`src/rtl/usb_devaddr_pkg.sv`:
```
package usb_devaddr_pkg;
  typedef enum logic [1:0] {
    OP_IDLE  = 2'd0,
    OP_WRITE = 2'd1,
    OP_READ  = 2'd2
  } addr_op_e;
endpackage

```
`src/rtl/usb_devaddr_cmd.sv`:
```
module usb_devaddr_cmd
  import usb_devaddr_pkg::*;
#(
  parameter int CMD_W = 8,
  parameter logic [CMD_W-1:0] WR_CODE = 8'hB6,
  parameter logic [CMD_W-1:0] RD_CODE = 8'hB7
) (
  input  logic             clk,
  input  logic             rst,
  input  logic             cmd_we,
  input  logic [CMD_W-1:0] cmd_byte,
  input  logic             dat_we,
  input  logic             dat_re,
  output logic             wr_stb,
  output logic             rd_stb
);
  addr_op_e op_q;

  assign wr_stb = dat_we && (op_q == OP_WRITE);
  assign rd_stb = dat_re && (op_q == OP_READ);

  always_ff @(posedge clk) begin
    if (rst) begin
      op_q <= OP_IDLE;
    end else if (cmd_we) begin
      if (cmd_byte == WR_CODE)      op_q <= OP_WRITE;
      else if (cmd_byte == RD_CODE) op_q <= OP_READ;
      else                          op_q <= OP_IDLE;
    end else if (wr_stb || rd_stb) begin
      op_q <= OP_IDLE;
    end
  end


  one_xfer_chk: assert property (@(posedge clk) disable iff (rst)
    ((wr_stb || rd_stb) && !cmd_we) |=> (op_q == OP_IDLE));
endmodule

```
`src/rtl/usb_devaddr_reg.sv`:
```
module usb_devaddr_reg #(
  parameter int REG_W = 8
) (
  input  logic             clk,
  input  logic             rst,
  input  logic             wr_stb,
  input  logic [REG_W-1:0] wr_byte,
  input  logic             rd_stb,
  output logic [REG_W-1:0] reg_q,
  output logic [REG_W-1:0] rd_byte
);
  always_ff @(posedge clk) begin
    if (rst) begin
      reg_q   <= '0;
      rd_byte <= '0;
    end else begin
      if (wr_stb) reg_q   <= wr_byte;
      if (rd_stb) rd_byte <= reg_q;
    end
  end


  reg_store_chk: assert property (@(posedge clk) disable iff (rst)
    wr_stb |=> (reg_q == $past(wr_byte)));

  reg_hold_chk: assert property (@(posedge clk) disable iff (rst)
    !wr_stb |=> $stable(reg_q));
endmodule

```
`src/rtl/usb_devaddr_live.sv`:
```
module usb_devaddr_live #(
  parameter int ADDR_W = 7
) (
  input  logic              clk,
  input  logic              rst,
  input  logic              wr_stb,
  input  logic [ADDR_W-1:0] wr_addr,
  input  logic              wr_en,
  input  logic              bus_rst,
  input  logic              status_ack,
  output logic [ADDR_W-1:0] live_addr,
  output logic              live_en,
  output logic              addr_pending
);
  logic [ADDR_W-1:0] pend_addr;

  always_ff @(posedge clk) begin
    if (rst) begin
      live_addr    <= '0;
      live_en      <= 1'b0;
      addr_pending <= 1'b0;
      pend_addr    <= '0;
    end else begin
      if (wr_stb) pend_addr <= wr_addr;
      if (bus_rst) begin
        live_addr    <= '0;
        live_en      <= 1'b1;
        addr_pending <= 1'b0;
      end else if (wr_stb) begin
        live_en      <= wr_en;
        addr_pending <= 1'b1;
      end else if (status_ack && addr_pending) begin
        live_addr    <= pend_addr;
        addr_pending <= 1'b0;
      end
    end
  end


  bus_rst_chk: assert property (@(posedge clk) disable iff (rst)
    bus_rst |=> (live_addr == '0 && live_en && !addr_pending));

  en_live_chk: assert property (@(posedge clk) disable iff (rst)
    (wr_stb && !bus_rst) |=> (live_en == $past(wr_en)));

  pend_set_chk: assert property (@(posedge clk) disable iff (rst)
    (wr_stb && !bus_rst) |=> (addr_pending && $stable(live_addr)));

  ack_apply_chk: assert property (@(posedge clk) disable iff (rst)
    (status_ack && addr_pending && !wr_stb && !bus_rst) |=>
      (!addr_pending && live_addr == $past(pend_addr)));

  idle_ack_chk: assert property (@(posedge clk) disable iff (rst)
    (status_ack && !addr_pending && !wr_stb && !bus_rst) |=>
      ($stable(live_addr) && $stable(live_en)));
endmodule

```
`src/rtl/usb_devaddr_ctrl.sv`:
```
module usb_devaddr_ctrl #(
  parameter int ADDR_W = 7,
  parameter int CMD_W  = 8,
  parameter logic [CMD_W-1:0] WR_CODE = 8'hB6,
  parameter logic [CMD_W-1:0] RD_CODE = 8'hB7
) (
  input  logic              clk,
  input  logic              rst,
  input  logic              cmd_we,
  input  logic [CMD_W-1:0]  cmd_byte,
  input  logic              dat_we,
  input  logic [ADDR_W:0]   wr_byte,
  input  logic              dat_re,
  output logic [ADDR_W:0]   rd_byte,
  input  logic              bus_rst,
  input  logic              status_ack,
  output logic [ADDR_W-1:0] live_addr,
  output logic              live_en,
  output logic              addr_pending
);
  localparam int REG_W = ADDR_W + 1;

  logic             wr_stb;
  logic             rd_stb;
  logic [REG_W-1:0] reg_q;

  usb_devaddr_cmd #(
    .CMD_W(CMD_W), .WR_CODE(WR_CODE), .RD_CODE(RD_CODE)
  ) u_cmd (
    .clk(clk), .rst(rst), .cmd_we(cmd_we), .cmd_byte(cmd_byte),
    .dat_we(dat_we), .dat_re(dat_re), .wr_stb(wr_stb), .rd_stb(rd_stb)
  );

  usb_devaddr_reg #(.REG_W(REG_W)) u_reg (
    .clk(clk), .rst(rst), .wr_stb(wr_stb), .wr_byte(wr_byte),
    .rd_stb(rd_stb), .reg_q(reg_q), .rd_byte(rd_byte)
  );

  usb_devaddr_live #(.ADDR_W(ADDR_W)) u_live (
    .clk(clk), .rst(rst), .wr_stb(wr_stb),
    .wr_addr(wr_byte[ADDR_W-1:0]), .wr_en(wr_byte[ADDR_W]),
    .bus_rst(bus_rst), .status_ack(status_ack),
    .live_addr(live_addr), .live_en(live_en), .addr_pending(addr_pending)
  );


  rd_reset_chk: assert property (@(posedge clk)
    rst |=> (rd_byte == '0 && !addr_pending && !live_en));
endmodule

```
`config.mk`:
```
export PLATFORM = sky130hd
export DESIGN_NAME = usb_devaddr_ctrl
export DESIGN_NICKNAME = d
export VERILOG_FILES = /design/src/rtl/usb_devaddr_pkg.sv /design/src/rtl/usb_devaddr_cmd.sv /design/src/rtl/usb_devaddr_reg.sv /design/src/rtl/usb_devaddr_live.sv /design/src/rtl/usb_devaddr_ctrl.sv
export SDC_FILE = /design/constraint.sdc
export NUM_CORES = 1
export LEC_CHECK = 0
export ABC_AREA = 1
export BUFFER_PORTS_ARGS = -buffer_cell sky130_fd_sc_hd__buf_2
export CORE_UTILIZATION = 47
export DETAILED_ROUTE_END_ITERATION = 7
export PLACE_DENSITY = 0.77
export SLEW_MARGIN = 20
export SYNTH_ARGS = -nofsm -noshare
export SYNTH_HDL_FRONTEND = slang
export SYNTH_SLANG_ARGS = --single-unit
export TNS_END_PERCENT = 50
```
`constraint.sdc`:
```
create_clock -name clk -period 1.5 [get_ports clk]
set_clock_uncertainty 0.15 [all_clocks]
set_input_delay 0.225 -clock clk [delete_from_list [all_inputs] [get_ports clk]]
set_output_delay 0.225 -clock clk [all_outputs]
set_load 0.01 [all_outputs]
```
==> flow_results.org <==
** Status
- The flow ran to the end, and the final reports show no timing, DRC or antenna violations.

** Logic synthesis
- Fraction of synthesis flops using an asynchronous set or reset pin :: 0%
- Post-synthesis net count :: ~150
- During synthesis, Yosys emitted a total of 0 warnings.
- By instance count, the leading cell after synthesis is sky130_fd_sc_hd__dfxtp_1.
- In the post-synthesis netlist, the biggest area contributors are sky130_fd_sc_hd__dfxtp_1, sky130_fd_sc_hd__a21oi_1, sky130_fd_sc_hd__nand2_1.
- Number of standard cells after synthesis :: approximately 130
- Synthesized area per cell :: about 8.1 um2
- Counting flops with a built-in enable in the synthesized netlist gives 0.
- Synth top cells by count :: sky130_fd_sc_hd__dfxtp_1, sky130_fd_sc_hd__a21oi_1, sky130_fd_sc_hd__nand2_1
- Summing the sequential cell areas from Yosys gives approximately half of the chip area.
- Number of distinct library cells after synthesis :: 18
- Mapped cell area :: approximately 1000 um2
- Dominant register cell in the synthesized netlist :: sky130_fd_sc_hd__dfxtp_1
- sky130_fd_sc_hd__dfxtp_1 takes more of the synthesized area than any other cell.
- Synthesis inferred 27 register bits.
- Yosys top cell area share :: roughly half

** Clock tree
- TritonCTS built the clock tree.
- Number of cells upsized or downsized after cts :: 0
- Max Root-Sink Buffers :: 2
- The number of clock buffers added by TritonCTS is 3.
- Clock transition time at the flip-flop clock pins of the worst setup and hold paths :: 0.15 ns
- Number of post-CTS setup repair buffers :: 0
- Clock insertion delay at the later pin of the skew report :: ~0.32 ns
- The root buffer cell chosen for the clock tree is sky130_fd_sc_hd__clkbuf_4.
- Sink count of the clock tree :: 27
- CTS built an H-tree with a depth of 1.

** Die
- Area of the core region :: around 2000 um2
- # IOs :: 40
- Measured along the x axis, the die boundary spans 49.3 um.
- The floorplan step defined a die boundary enclosing roughly 2400 um2.
- Row generation in the floorplan step produced 16 rows.
- The initial utilization of the core area, before any placement, comes to roughly half.
- DIE HEIGHT :: 49.3 um

** Detailed routing
- Count of antenna-violating nets left after detailed routing :: 0
- Count of TritonRoute iterations in the first routing pass :: 4
- The routed layout has about 950 vias.
- In the final routed layout, each cell accounts on average for ~11 um.
- In the routed design, unresolved DRC markers number 0.
- In the routed layout, each cell is associated on average with a via count of approximately 4.8.
- In this run, the number of DRC markers left after iteration 0 of detailed routing was 12.
- Sum of routed wire length over all layers :: between 2000 and 2500 um

** Timing
- Maximum clock frequency :: between 700 and 800 MHz
- Of the available clock period, the critical path in the final layout requires 91.2%.
- Setup total negative slack on the finished layout was measured at 0 ns.
- Max transition margin :: between 80% and 90%
- Final critical-path required period :: approximately 1.4 ns
- Setup violations remaining at the end of the flow were counted as 0.
- Pin slew with the least headroom to its limit :: roughly 0.29 ns
- Pins Over Slew Limit :: 0
- Setup slack on the critical path of the routed design comes to 0.132 ns.
- RSZ-0062 raised after global routing :: false
- Final Hold Vio Count :: 0

** Setup path
- Critical Setup Path Class :: flop to flop
- The critical path crosses 4 cells after its start point.
- STA classifies the critical path startpoint as a flop.
- Critical path data required time :: around 1.6 ns
- STA puts the critical path data arrival time at about 1.5 ns.
- Cell count of the worst reg-to-reg path :: 4
- Top Family by Delay on Critical Path :: flip-flops
- Total buffers and inverters traversed by the critical path :: 0
- Traced cell by cell, the critical path runs through nand3_4 > nand2_4 > nand2_1 > a21oi_1.
- STA classifies the critical path endpoint as a flop.
- Max Fanout on Critical Path :: 26
- On the critical path, the stage with the largest delay is an instance of sky130_fd_sc_hd__dfxtp_1.
- On the worst path, the slowest cell contributes a delay of approximately 0.5 ns.

** Final layout
- The post-route netlist has 28.2% of its cells at a drive strength greater than 1.
- Final #Nets :: 194
- Share of the core filled with cells in the final layout :: a little under two thirds
- Antenna cell count :: 0
- The finished cells cover between 1000 and 1500 um2.
- Synthesis-to-layout area growth :: 23.1%

** Pwr
- Static leakage :: 0.578 nW
- Post-route total power :: around 1.1 mW
- In this run the power density over the cells is between 800 and 900 nW/um2.
- IR analysis of the VDD net gives a maximum drop of between 0.0006 and 0.0007 V.

** Placement
- Area after DPL :: roughly 1200 um2
- Routability-driven placement finished with a final weighted congestion of approximately 0.75.
- Detailed Place HPWL :: between 1500 and 2000 um
- Setup slack after placement :: roughly 0.16 ns
- Count of port buffers added during placement :: 39

** Global routing
- Via count of the first global-routing pass :: 873
- Maximum number of pins on one net before global-route repair :: 27
- GR Util All Layers :: between 10% and 20%
- The number of antenna violations at the first check in global routing is 0.
- Wire length of the first global-routing pass :: around 3500 um
- After global routing the overflow that remains totals 0.

** Hold path
- Number of instances on the worst hold path :: 3
- Hold crit path type :: input port to flop

** Job
- Count of maximum capacitance violations :: 0
==> kinds of logic (layout without fill, tap and decap cells) <==
| logic type | Yosys count | in the layout | share of synthesized area (%) |
|---|---|---|---|
| flops | 27 | 27 | 51.5 |
| compound gates | 40 | 40 | 19.4 |
| simple gates | 41 | 41 | 19.7 |
| buf+inv | 21 | 62 | 9.42 |
==> final cells by class <==
class	count	area, um2
Clock inverter	1	5.00
Fill cell	189	729
Multi-Input combinational cell	81	410
Inverter	17	65.1
Tap cell	27	33.8
Timing Repair Buffer	41	215
Sequential cell	27	541
Clock buffer	3	22.5
==> cells in the final DEF, fill, tap and decap left out <==
| cell type | synthesis | layout |
|---|---|---|
| sky130_fd_sc_hd__buf_2 | 0 | 39 |
| sky130_fd_sc_hd__dfxtp_1 | 27 | 27 |
| sky130_fd_sc_hd__a21oi_1 | 25 | 25 |
| sky130_fd_sc_hd__nand2_1 | 18 | 18 |
| sky130_fd_sc_hd__inv_1 | 16 | 16 |
| sky130_fd_sc_hd__o21ai_0 | 12 | 12 |
| sky130_fd_sc_hd__nand3_1 | 11 | 11 |
| sky130_fd_sc_hd__nor2_1 | 6 | 6 |
| sky130_fd_sc_hd__clkbuf_4 | 0 | 3 |
| sky130_fd_sc_hd__nand3b_1 | 2 | 2 |
| sky130_fd_sc_hd__clkinv_2 | 1 | 2 |
| sky130_fd_sc_hd__o21ai_1 | 2 | 2 |
| sky130_fd_sc_hd__dlygate4sd3_1 | 0 | 2 |
| sky130_fd_sc_hd__nand3_4 | 1 | 1 |
| sky130_fd_sc_hd__nand2_4 | 1 | 1 |
| sky130_fd_sc_hd__nor2_4 | 1 | 1 |
| sky130_fd_sc_hd__o21ai_2 | 1 | 1 |
| sky130_fd_sc_hd__nand4_1 | 1 | 1 |
==> stage by stage <==
stage,instances,hold slack [ns]
after global placement,191,0.297
after detailed placement,191,0.303
after global routing,197,0.0142
after floorplan,129,0.144
final,197,0.0179
after CTS,197,0.00448
==> sequential cells by signal, indices dropped and copies added (netlist names) <==
register	count
u_reg.rd_byte	8
u_reg.reg_q	8
u_live.live_addr	7
u_cmd.op_q	2
u_live.addr_pending	1
u_live.live_en	1
==> metal layers <==
layer,routed length (um),track usage (%),part of all wire [%]
met5,0,0,0
met4,0,5.88,0
met3,88,3.43,4.2
met2,1100,34.9,52
met1,923,21.8,44
==> path summary, 6_finish.rpt <==
kind,slack (ns),endpoint,from
max,0.13,u_live.live_addr[1],u_cmd.op_q[0]
min,0.02,u_reg.reg_q[3],wr_byte[3]
max reg2reg,0.13,u_live.live_addr[1],u_cmd.op_q[0]
min reg2reg,0.32,u_live.live_addr[3],u_live.live_addr[3]
==> power by group <==
| group | switching [mW] | internal [mW] | total (mW) |
|---|---|---|---|
| sequential | 0.00119 | 0.720 | 0.721 |
| combinational | 0.0341 | 0.0336 | 0.0677 |
| clock | 0.206 | 0.0998 | 0.306 |
==> worst min-delay path, stage by stage <==
cell and delay, ns:
sky130_fd_sc_hd__buf_2 0.07, sky130_fd_sc_hd__o21ai_0 0.07, sky130_fd_sc_hd__a21oi_1 0.10
==> repair_timing <==
item | CTS | global route
hold buffers | 2 | 0
endpoints found under the setup margin | 0 | 1
endpoints found under the hold margin | 4 | 0
Note: power is estimated with default switching activity, not from simulation.
